`src/rtl/serport_pkg.sv`:
```
// Shared register indices and bit positions for the serial port register block.
// Assumes the four registers sit at word indices 0..3 of the window.
package serport_pkg;
    typedef enum logic [1:0] {
        IDX_RXDATA = 2'd0,
        IDX_TXDATA = 2'd1,
        IDX_STATUS = 2'd2,
        IDX_CTRL   = 2'd3
    } reg_idx_e;

    localparam int ST_RXVLD   = 0;
    localparam int ST_RXFULL  = 1;
    localparam int ST_TXEMPTY = 2;
    localparam int ST_TXFULL  = 3;
    localparam int ST_PEND    = 4;

    localparam int CT_TXFLUSH = 0;
    localparam int CT_RXFLUSH = 1;
    localparam int CT_IEN     = 4;
endpackage

```
`src/rtl/serport_rxq.sv`:
```
// Receive byte queue: circular store with a write pointer, a read pointer and an occupancy count.
// Assumes that a flush overrides both push and pop in the same cycle, and that a push
// while full is dropped, even when a pop happens in the same cycle.
// Slot contents survive a flush. An empty pop leaves the queue unchanged.
module serport_rxq #(
    parameter int DEPTH  = 8,
    parameter int DATA_W = 8,
    localparam int PTR_W = (DEPTH > 1) ? $clog2(DEPTH) : 1,
    localparam int CNT_W = $clog2(DEPTH + 1)
) (
    input  logic              clk,
    input  logic              rst_n,
    input  logic              push,
    input  logic [DATA_W-1:0] push_data,
    input  logic              pop,
    input  logic              flush,
    output logic [DATA_W-1:0] head_data,
    output logic [CNT_W-1:0]  count,
    output logic              full,
    output logic              nonempty,
    output logic              nonempty_next
);
    logic [DATA_W-1:0] slots [DEPTH];
    logic [PTR_W-1:0]  wr_ptr;
    logic [PTR_W-1:0]  rd_ptr;
    logic              take;
    logic              give;
    logic [CNT_W-1:0]  count_next;

    // Qualify the requests against occupancy and flush.
    always_comb begin
        full       = (count == CNT_W'(DEPTH));
        nonempty   = (count != '0);
        take       = push && !full && !flush;
        give       = pop && nonempty && !flush;
        count_next = flush ? '0 : CNT_W'(count + CNT_W'(take) - CNT_W'(give));
        nonempty_next = (count_next != '0);
        head_data  = slots[rd_ptr];
    end

    // Advance the pointers and the count.
    always_ff @(posedge clk) begin
        if (!rst_n) begin
            wr_ptr <= '0;
            rd_ptr <= '0;
            count  <= '0;
        end else begin
            count <= count_next;
            if (flush) begin
                wr_ptr <= '0;
                rd_ptr <= '0;
            end else begin
                if (take) wr_ptr <= (wr_ptr == PTR_W'(DEPTH - 1)) ? '0 : wr_ptr + 1'b1;
                if (give) rd_ptr <= (rd_ptr == PTR_W'(DEPTH - 1)) ? '0 : rd_ptr + 1'b1;
            end
        end
    end

    // Store accepted bytes. Reset clears every slot so that empty reads are defined.
    for (genvar s = 0; s < DEPTH; s++) begin : g_slot
        always_ff @(posedge clk) begin
            if (!rst_n)
                slots[s] <= '0;
            else if (take && wr_ptr == PTR_W'(s))
                slots[s] <= push_data;
        end
    end
endmodule

```
`src/rtl/serport_irqctl.sv`:
```
// Interrupt control: the sticky pending flag, the interrupt enable bit and the masked request line.
// Assumes that the caller raises set_tx for transmit writes and clr_rd for status reads,
// and supplies the queue's non-empty state after the current cycle.
module serport_irqctl (
    input  logic clk,
    input  logic rst_n,
    input  logic set_tx,
    input  logic clr_rd,
    input  logic q_nonempty_next,
    input  logic ien_wr,
    input  logic ien_val,
    output logic pend,
    output logic ien,
    output logic irq
);
    // Pending flag: set by sources, cleared only by a status read.
    always_ff @(posedge clk) begin
        if (!rst_n) pend <= 1'b0;
        else        pend <= (pend && !clr_rd) || set_tx || q_nonempty_next;
    end

    // Interrupt enable, loaded on control writes.
    always_ff @(posedge clk) begin
        if (!rst_n)      ien <= 1'b0;
        else if (ien_wr) ien <= ien_val;
    end

    // Masked request.
    always_comb irq = pend && ien;
endmodule

```
`src/rtl/serport_txstage.sv`:
```
// Transmit stage: registers the written byte and raises a strobe for one cycle.
// Assumes the downstream serializer accepts a byte on every strobe, so no buffering exists.
module serport_txstage #(
    parameter int DATA_W = 8
) (
    input  logic              clk,
    input  logic              rst_n,
    input  logic              send,
    input  logic [DATA_W-1:0] send_data,
    output logic [DATA_W-1:0] out_data,
    output logic              out_valid
);
    // Capture the byte and pulse the strobe.
    always_ff @(posedge clk) begin
        if (!rst_n) begin
            out_data  <= '0;
            out_valid <= 1'b0;
        end else begin
            out_valid <= send;
            if (send) out_data <= send_data;
        end
    end
endmodule

```
`src/rtl/serport_regs.sv`:
```
// Serial port register block top: address decode, status assembly, read mux and submodule wiring.
// Assumes at most one of bus_rd and bus_wr per cycle. Reads are combinational and their side
// effects take place at the closing clock edge.
module serport_regs #(
    parameter int RXQ_DEPTH = 8,
    parameter int BUS_W     = 32,
    parameter int BYTE_W    = 8,
    localparam int ADDR_W   = 4,
    localparam int CNT_W    = $clog2(RXQ_DEPTH + 1)
) (
    input  logic              clk,
    input  logic              rst_n,
    input  logic [ADDR_W-1:0] bus_addr,
    input  logic              bus_rd,
    input  logic              bus_wr,
    input  logic [BUS_W-1:0]  bus_wdata,
    output logic [BUS_W-1:0]  bus_rdata,
    input  logic [BYTE_W-1:0] rx_in_data,
    input  logic              rx_in_valid,
    output logic [BYTE_W-1:0] tx_out_data,
    output logic              tx_out_valid,
    output logic              irq
);
    import serport_pkg::*;

    reg_idx_e          idx;
    logic              rd_rx, wr_tx, rd_st, wr_ct;
    logic [BYTE_W-1:0] rxq_head;
    logic [CNT_W-1:0]  rxq_count;
    logic              rxq_full, rxq_nonempty, rxq_nonempty_next;
    logic              pend_q, ien_q;
    logic [BUS_W-1:0]  status_word;
    logic              unused_wbits;

    assign unused_wbits = ^{bus_addr[1:0], bus_wdata[BUS_W-1:CT_IEN+1],
                            bus_wdata[CT_IEN-1:CT_RXFLUSH+1], bus_wdata[CT_TXFLUSH]};

    // Decode the word index into access strobes.
    always_comb begin
        idx   = reg_idx_e'(bus_addr[3:2]);
        rd_rx = bus_rd && (idx == IDX_RXDATA);
        rd_st = bus_rd && (idx == IDX_STATUS);
        wr_tx = bus_wr && (idx == IDX_TXDATA);
        wr_ct = bus_wr && (idx == IDX_CTRL);
    end

    serport_rxq #(.DEPTH(RXQ_DEPTH), .DATA_W(BYTE_W)) u_rxq (
        .clk           (clk),
        .rst_n         (rst_n),
        .push          (rx_in_valid),
        .push_data     (rx_in_data),
        .pop           (rd_rx),
        .flush         (wr_ct && bus_wdata[CT_RXFLUSH]),
        .head_data     (rxq_head),
        .count         (rxq_count),
        .full          (rxq_full),
        .nonempty      (rxq_nonempty),
        .nonempty_next (rxq_nonempty_next)
    );

    serport_irqctl u_irq (
        .clk             (clk),
        .rst_n           (rst_n),
        .set_tx          (wr_tx),
        .clr_rd          (rd_st),
        .q_nonempty_next (rxq_nonempty_next),
        .ien_wr          (wr_ct),
        .ien_val         (bus_wdata[CT_IEN]),
        .pend            (pend_q),
        .ien             (ien_q),
        .irq             (irq)
    );

    serport_txstage #(.DATA_W(BYTE_W)) u_tx (
        .clk       (clk),
        .rst_n     (rst_n),
        .send      (wr_tx),
        .send_data (bus_wdata[BYTE_W-1:0]),
        .out_data  (tx_out_data),
        .out_valid (tx_out_valid)
    );

    // Assemble the status word. Transmit is unbuffered, and error bits are fixed at zero.
    always_comb begin
        status_word             = '0;
        status_word[ST_RXVLD]   = rxq_nonempty;
        status_word[ST_RXFULL]  = rxq_full;
        status_word[ST_TXEMPTY] = 1'b1;
        status_word[ST_TXFULL]  = 1'b0;
        status_word[ST_PEND]    = pend_q;
    end

    // Select the read data for the addressed register.
    always_comb begin
        bus_rdata = '0;
        unique case (idx)
            IDX_RXDATA: bus_rdata[BYTE_W-1:0] = rxq_head;
            IDX_STATUS: bus_rdata = status_word;
            IDX_CTRL:   bus_rdata[CT_IEN] = ien_q;
            default:    bus_rdata = '0;
        endcase
    end
endmodule

```
`config.mk`:
```
export PLATFORM = sky130hd
export DESIGN_NAME = serport_regs
export DESIGN_NICKNAME = d
export VERILOG_FILES = /design/src/rtl/serport_pkg.sv /design/src/rtl/serport_rxq.sv /design/src/rtl/serport_irqctl.sv /design/src/rtl/serport_txstage.sv /design/src/rtl/serport_regs.sv
export SDC_FILE = /design/constraint.sdc
export NUM_CORES = 1
export LEC_CHECK = 0
export BUFFER_PORTS_ARGS = -buffer_cell sky130_fd_sc_hd__buf_2
export CORE_MARGIN = 4
export CORE_UTILIZATION = 26
export CTS_CLUSTER_SIZE = 16
export DETAILED_ROUTE_END_ITERATION = 10
export SLEW_MARGIN = 5
export SYNTH_ARGS = -nofsm -noshare
export SYNTH_HDL_FRONTEND = slang
export SYNTH_SLANG_ARGS = --single-unit
```
`constraint.sdc`:
```
create_clock -name clk -period 7.5 [get_ports clk]
set_clock_uncertainty 0.05 [all_clocks]
set_input_delay 0.375 -clock clk [delete_from_list [all_inputs] [get_ports clk]]
set_output_delay 0.375 -clock clk [all_outputs]
set_load 0.005 [all_outputs]
```
# Word level (Yosys, flattened, before mapping)

Memory sizes are Yosys's and may differ from the RTL's. A register that Yosys moved wholly into a read port is not among the register bits.
Index checks and enable logic that the tools add are counted.

$add $sub $neg: 4
Eq/ne operators: 12
Muxes and demuxes: 41
Reductions and logical operators: 29
Bitwise gates (word level): 9

Operators with widths:

| cell                                                 | count |
|---|---|
| two-way mux 8 bit                                    | 8 |
| two-way mux 1 bit                                    | 25 |
| logical AND 1 bit                                    | 19 |
| equality test 3 bit (second input constant)          | 5 |
| two-way mux 3 bit                                    | 5 |
| bitwise OR 1 bit                                     | 8 |
| one-hot mux 4 bit (2 select lines)                   | 1 |
| nonzero test 4 bit                                   | 2 |
| adder 3 x 1 -> 3 bit (second input constant)         | 2 |
| equality test 3 x 2 -> 1 bit (second input constant) | 2 |
| adder 4 x 1 -> 4 bit                                 | 1 |
| equality test 2 bit (second input constant)          | 2 |
| equality test 4 bit (second input constant)          | 1 |
| two-way mux 4 bit                                    | 1 |
| subtractor 4 x 1 -> 4 bit                            | 1 |
| equality test 3 x 1 -> 1 bit (second input constant) | 1 |
| zero test 1 bit                                      | 3 |
| zero test 3 bit                                      | 1 |
| one-hot mux 1 bit (3 select lines)                   | 1 |
| equality test 2 x 1 -> 1 bit (second input constant) | 1 |
| zero test 2 bit                                      | 1 |
| logical OR 1 bit                                     | 2 |
| OR reduction 2 bit                                   | 1 |
| inverter 1 bit                                       | 1 |

Memories kept: 1
RAM bits: 64
Bits in registers: 21
Input port bits: 49
Logic and storage cells: 103

Memories:

| memory      | depth | bits a word | rd ports | clocked after Yosys merged registers in | write ports | line              | text |
|---|---|---|---|---|---|---|---|
| u_rxq.slots | 8     | 8           | 1        | 1                                       | 8           | serport_rxq.sv:23 | `logic [DATA_W-1:0] slots [DEPTH];` |

# Logic depth before layout (Yosys ltp)

Word-level depth: 10
Mapped depth: 12
Depth with buffers taken out: 11

# By module

Synthesis repeated with hierarchy kept, for this count alone.

Cells, all modules: 341
Area, all modules: 4566.9 µm²

Modules (own cells, without submodules):

| module          | seq. area each (µm²) | cells each | area an instance (µm²) | times used |
|---|---|---|---|---|
| serport_rxq     | 2182.1               | 261        | 3828.7                 | 1 |
| serport_txstage | 180.2                | 27         | 329.1                  | 1 |
| serport_regs    | 0.0                  | 46         | 322.8                  | 1 |
| serport_irqctl  | 40.0                 | 7          | 86.3                   | 1 |

# Least setup slack after synthesis

Ideal clock, no wire load.

Path kind: input to register
Start point: in bus_addr[2]
End point: reg u_irq.pend
Path buffers: 2
Required time: 7.331 ns
Stages: 12
Arrival: 2.543 ns
Path slack: 4.788 ns
Cell sequence: buf_6 -> or2_1 -> buf_6 -> a211o_4 -> or2_2 -> nand2_1 -> ha_1 -> fa_1 -> nor3_1 -> nand2_1 -> mux2i_1 -> o2bb2ai_1

Word-level cells in the longest chain between the ends: 10
Elaborated cells on any way between the ends: 21
Those cells by class: add/sub (2); eq/ne (3); mux (1); reduce/logical (15)

RTL lines:

| what                      | line                                 | text |
|---|---|---|
| start: declaration        | serport_regs.sv:13                   | `input logic [ADDR_W-1:0] bus_addr,` |
| equality test 2 bit       | serport_regs.sv:44                   | `wr_ct = bus_wr && (idx == IDX_CTRL);` |
| logical AND 1 bit         | serport_regs.sv:44                   |  |
| logical AND 1 bit         | serport_regs.sv:53                   | `.flush (wr_ct && bus_wdata[CT_RXFLUSH]),` |
| zero test 1 bit           | serport_rxq.sv:34, serport_rxq.sv:35 |  |
| logical AND 1 bit         | serport_rxq.sv:34                    | `take = push && !full && !flush;` |
| adder 4 x 1 -> 4 bit      | serport_rxq.sv:36                    | `count_next = flush ? '0 : CNT_W'(count + CNT_W'(take) - CNT_W'(give));` |
| subtractor 4 x 1 -> 4 bit | serport_rxq.sv:36                    |  |
| two-way mux 4 bit         | serport_rxq.sv:36                    |  |
| nonzero test 4 bit        | serport_rxq.sv:37                    | `nonempty_next = (count_next != '0);` |
| logical OR 1 bit (*)      | serport_irqctl.sv:19                 | `else pend <= (pend && !clr_rd) \|\| set_tx \|\| q_nonempty_next;` |
| end signal: assignment    | serport_irqctl.sv:19                 |  |
| end: declaration          | serport_irqctl.sv:12                 | `output logic pend,` |

Mark *: on every way between the ends. The rest lies on a longest branch, timed or not.
A chain may end at the register's enable or synchronous reset.

# Worst setup path after layout

Start point: reg u_rxq.count[2]
End point: reg u_irq.pend

Word-level cells in the longest chain between the ends: 9
Elaborated cells on any way between the ends: 12
Those cells by class: add/sub (2); eq/ne (1); mux (1); reduce/logical (8)

RTL lines:

| what                            | line                 | text |
|---|---|---|
| start: declaration              | serport_rxq.sv:18    | `output logic [CNT_W-1:0] count,` |
| start signal: assignment        | serport_rxq.sv:48    | `count <= count_next;` |
| equality test 4 bit             | serport_rxq.sv:32    | `full = (count == CNT_W'(DEPTH));` |
| zero test 1 bit                 | serport_rxq.sv:34    |  |
| logical AND 1 bit (2 in series) | serport_rxq.sv:34    |  |
| adder 4 x 1 -> 4 bit            | serport_rxq.sv:36    |  |
| subtractor 4 x 1 -> 4 bit (*)   | serport_rxq.sv:36    |  |
| two-way mux 4 bit (*)           | serport_rxq.sv:36    |  |
| nonzero test 4 bit (*)          | serport_rxq.sv:37    |  |
| logical OR 1 bit (*)            | serport_irqctl.sv:19 |  |

Marks and branches as above.

==> results.cfg <==
[hold_path]
hp-class = primary input to flop
hold_end = u_tx.out_data[7]$_SDFFE_PN0P_
holdPathStages = 3
min-delay-start = bus_wdata[7]

[route]
drt_pass1_iterations = 4
antenna_left = 0
wire_per_inst_um = 14.6
drc = 0
drt_iter0_markers = 161
viasPerCell = 4.40
vias = 2719
wl_um = 9000

[clock_network]
cts.repair.resized = 0
clkLatencyLatePin_ns = 0.33
cts_root_buf = clkbuf_16
clk_pin_slew_worst_paths_ns = 0.06
tritoncts = done
clockBufferDepth = 2
post-cts-setup-buffers = 0
cts_made_buffers = 9
htree_levels = 3
clock-sinks = 88
postCtsHoldBufs = 0

[final_layout]
fin_area_um2 = 4800
final_cells = 618
drive_above_1_share_pct = 18.7
fill_cells = 1646
n_antenna_cell = 0
fin_nets = 460
synthToLayoutAreaGrowth_pct = 13.6

[critical_path]
worstPathMaxFanout = 13
worst_path_max_delay_cell = or3b_2
timing.rr.start = u_rxq.count[2]$_SDFF_PN0_
start_kind = flop
r2r_end = u_irq.pend$_SDFF_PN0_
critPathArrivalTime_ns = 3.00
r2r_cells = 10
r2r_slack_ns = 4.66
required_ns = 7.66
cp-end-kind = flop
cpPeakStageDelay_ns = 0.46
path_cells = inv_1 > ha_1 > or3b_2 > and3_1 > ha_1 > fa_1 > xnor2_1 > nand4_1 > mux2i_1 > o2bb2ai_1
cp_common_cell = ha_1
crit_type = flop to flop

[yosys]
syn_inst = 360
synth_cell_types = 41
synth_top_cell_area_share_pct = 45.5
synth_area_per_cell_um2 = 11.7
ys_seq_area_share_pct = 56.9
ys_warn_count = 0
synth.cell_area_um2 = 4220
synth_largest_area_cell = edfxtp_1
synth-seq-cells = 88
synth_area_leaders = edfxtp_1, dfxtp_1, mux4_2

[power]
power.total_mw = 1.21
p_leak_nw = 1.83
ir_drop_mv = 0.0837
p_per_area_nw_per_um2 = 253

[timing]
finalMaxSlewViolations = 0
rsz0062_at_grt = no
fin_crit_ns = 2.84
hold_viol_final = 0
max_freq_mhz = 352
fin_crit_sh_pct = 37.9
worstMarginPinSlew_ns = 0.979
slew_headroom_pct = 34.7
finalSetupTns_ns = 0
setup_viol = 0

[flow_run]
maxCapViolCount = 0

[placed_design]
io_buffers = 40
post_dp_cell_area_um2 = 4530
place_congestion = 0.751
hpwl_um = 6630
dp_cells = 602

[floorplanning]
num_io_pins = 91
core_um2 = 15900
die_y_um = 135
die_w_um = 135
start_util_pct = 26.6
die_area_um2 = 18300
rows = 46

[global_route]
gr-usage-all-layers_pct = 10.1
grt_pass1_wl_um = 14300
grt_overflow = 0
antenna_found_initial = 0
grt_pass1_vias = 2742
grt_max_degree = 31

[status]
status = finished clean
[flip-flops by register name, indices dropped and copies added, names as in the netlist, named ones only]
signal,cells
u_irq.ien,1
u_irq.pend,1
u_rxq.count,4
u_rxq.rd_ptr,3
u_rxq.slots,64
u_rxq.wr_ptr,3
u_tx.out_data,8
u_tx.out_valid,1
[placed cells by master (no fill, tap or decap), types with 3 or more instances in the layout]
cell type	Yosys	final
a21oi_1	8	8
or2_2	3	3
edfxtp_1	64	64
clkbuf_16	0	9
and2_1	19	19
mux4_2	14	14
nand2_1	42	42
and3_1	3	3
mux2i_1	11	11
nand3b_1	3	3
nor2_1	64	64
buf_2	4	40
ha_1	13	13
dfxtp_1	24	24
nand3_1	9	9
inv_1	9	9
a21boi_0	8	8
o22ai_1	3	3
conb_1	1	24
[area by class of cell]
type | count | area [um^2] | area share (%)
multi-input cells | 248 | 1620 | 33.8
inverters | 9 | 33.8 | 0.704
repair buffers | 41 | 208 | 4.33
flip-flops and latches | 88 | 2400 | 50.1
well taps | 216 | 270 | 5.63
clock buffers | 10 | 229 | 4.77
clock inverters | 6 | 35.0 | 0.730
[worst max-delay path, delay by kind of cell (launching register included)]
| family | cells | cell delay (ns) |
|---|---|---|
| AND/OR/NAND/NOR | 3 | 0.92 |
| adder cells (fa/ha/maj) | 3 | 0.81 |
| flip-flops | 1 | 0.30 |
| XOR/XNOR | 1 | 0.26 |
| multiplexers | 1 | 0.17 |
| buffers and inverters | 1 | 0.11 |
| AO/OA/AOI/OAI | 1 | 0.08 |
[Yosys cell counts, drive strengths merged]
library cell / n
nand3: 9
buf: 32
o22ai: 3
and2: 19
a21boi: 8
a311oi: 1
edfxtp: 64
nor2: 64
mux2: 1
or2: 4
a21o: 1
a21oi: 8
nor2b: 2
nand2: 42
conb: 1
a211oi: 2
mux2i: 11
clkbuf: 6
nand2b: 2
o2bb2ai: 1
nor3: 1
and3: 3
inv: 9
or3: 1
dfxtp: 24
a2111oi: 1
fa: 1
o21ai: 1
a211o: 1
nand4: 2
xnor2: 2
o31ai: 1
mux4: 14
or3b: 2
ha: 13
nand3b: 3
[layer usage]
metal  vias up  part of all wire (%)  routed length [um]  global-route usage, %
met3         8                   3.7                 335                   2.45
met1      1373                    40                3630                   11.2
met4         0                   1.6                 145                   3.53
met5         -                     0                   0                      0
met2        54                    54                4890                   18.8
li1       1284                     -                   -                      -
[worst max-delay path by stage]
| stage | slack (ns) | cells past startpoint | to | start |
|---|---|---|---|---|
| 6_report | 4.66 | 10 | u_irq.pend$_SDFF_PN0_ | u_rxq.count[2]$_SDFF_PN0_ |
| 5_1_grt | 4.48 | 10 | u_irq.pend$_SDFF_PN0_ | u_rxq.count[2]$_SDFF_PN0_ |
| 4_1_cts | 4.67 | 10 | u_irq.pend$_SDFF_PN0_ | u_rxq.count[2]$_SDFF_PN0_ |
| 3_5_place_dp | 4.47 | 11 | u_irq.pend$_SDFF_PN0_ | bus_addr[3] |
| 3_3_place_gp | 4.51 | 11 | u_irq.pend$_SDFF_PN0_ | bus_addr[3] |
| 2_1_floorplan | 4.79 | 12 | u_irq.pend$_SDFF_PN0_ | bus_addr[2] |
[kinds of logic (layout without fill, tap and decap cells)]
| group | count (synthesis) | after routing | share of synthesized area [%] |
|---|---|---|---|
| simple gates | 154 | 154 | 16.4 |
| flops | 88 | 88 | 56.9 |
| buf+inv | 47 | 66 | 6.79 |
| compound gates | 28 | 28 | 4.68 |
| mux | 26 | 26 | 10.3 |
| fa+ha+maj | 14 | 14 | 4.33 |
| xor+xnor | 2 | 2 | 0.415 |
| other cells | 1 | 24 | 0.0888 |
[report_power, final]
part	total, mW	internal [mW]	switching [mW]	leakage [nW]
clock	0.401	0.222	0.179	0.126
sequential	0.585	0.566	0.0183	0.861
combinational	0.228	0.0942	0.134	0.842
total	1.21	0.883	0.331	1.83
[metrics by stage]
step / utilization (%) / hold slack (ns) / setup slack (ns)
after global routing: 30.2 / 0.247 / 4.48
after global placement: 28.5 / 0.400 / 4.51
final: 30.2 / 0.240 / 4.66
after detailed placement: 28.5 / 0.407 / 4.47
after CTS: 30.2 / 0.232 / 4.67
after floorplan: - / 0.408 / 4.79
No activity file was read; power rests on OpenSTA's default activity.
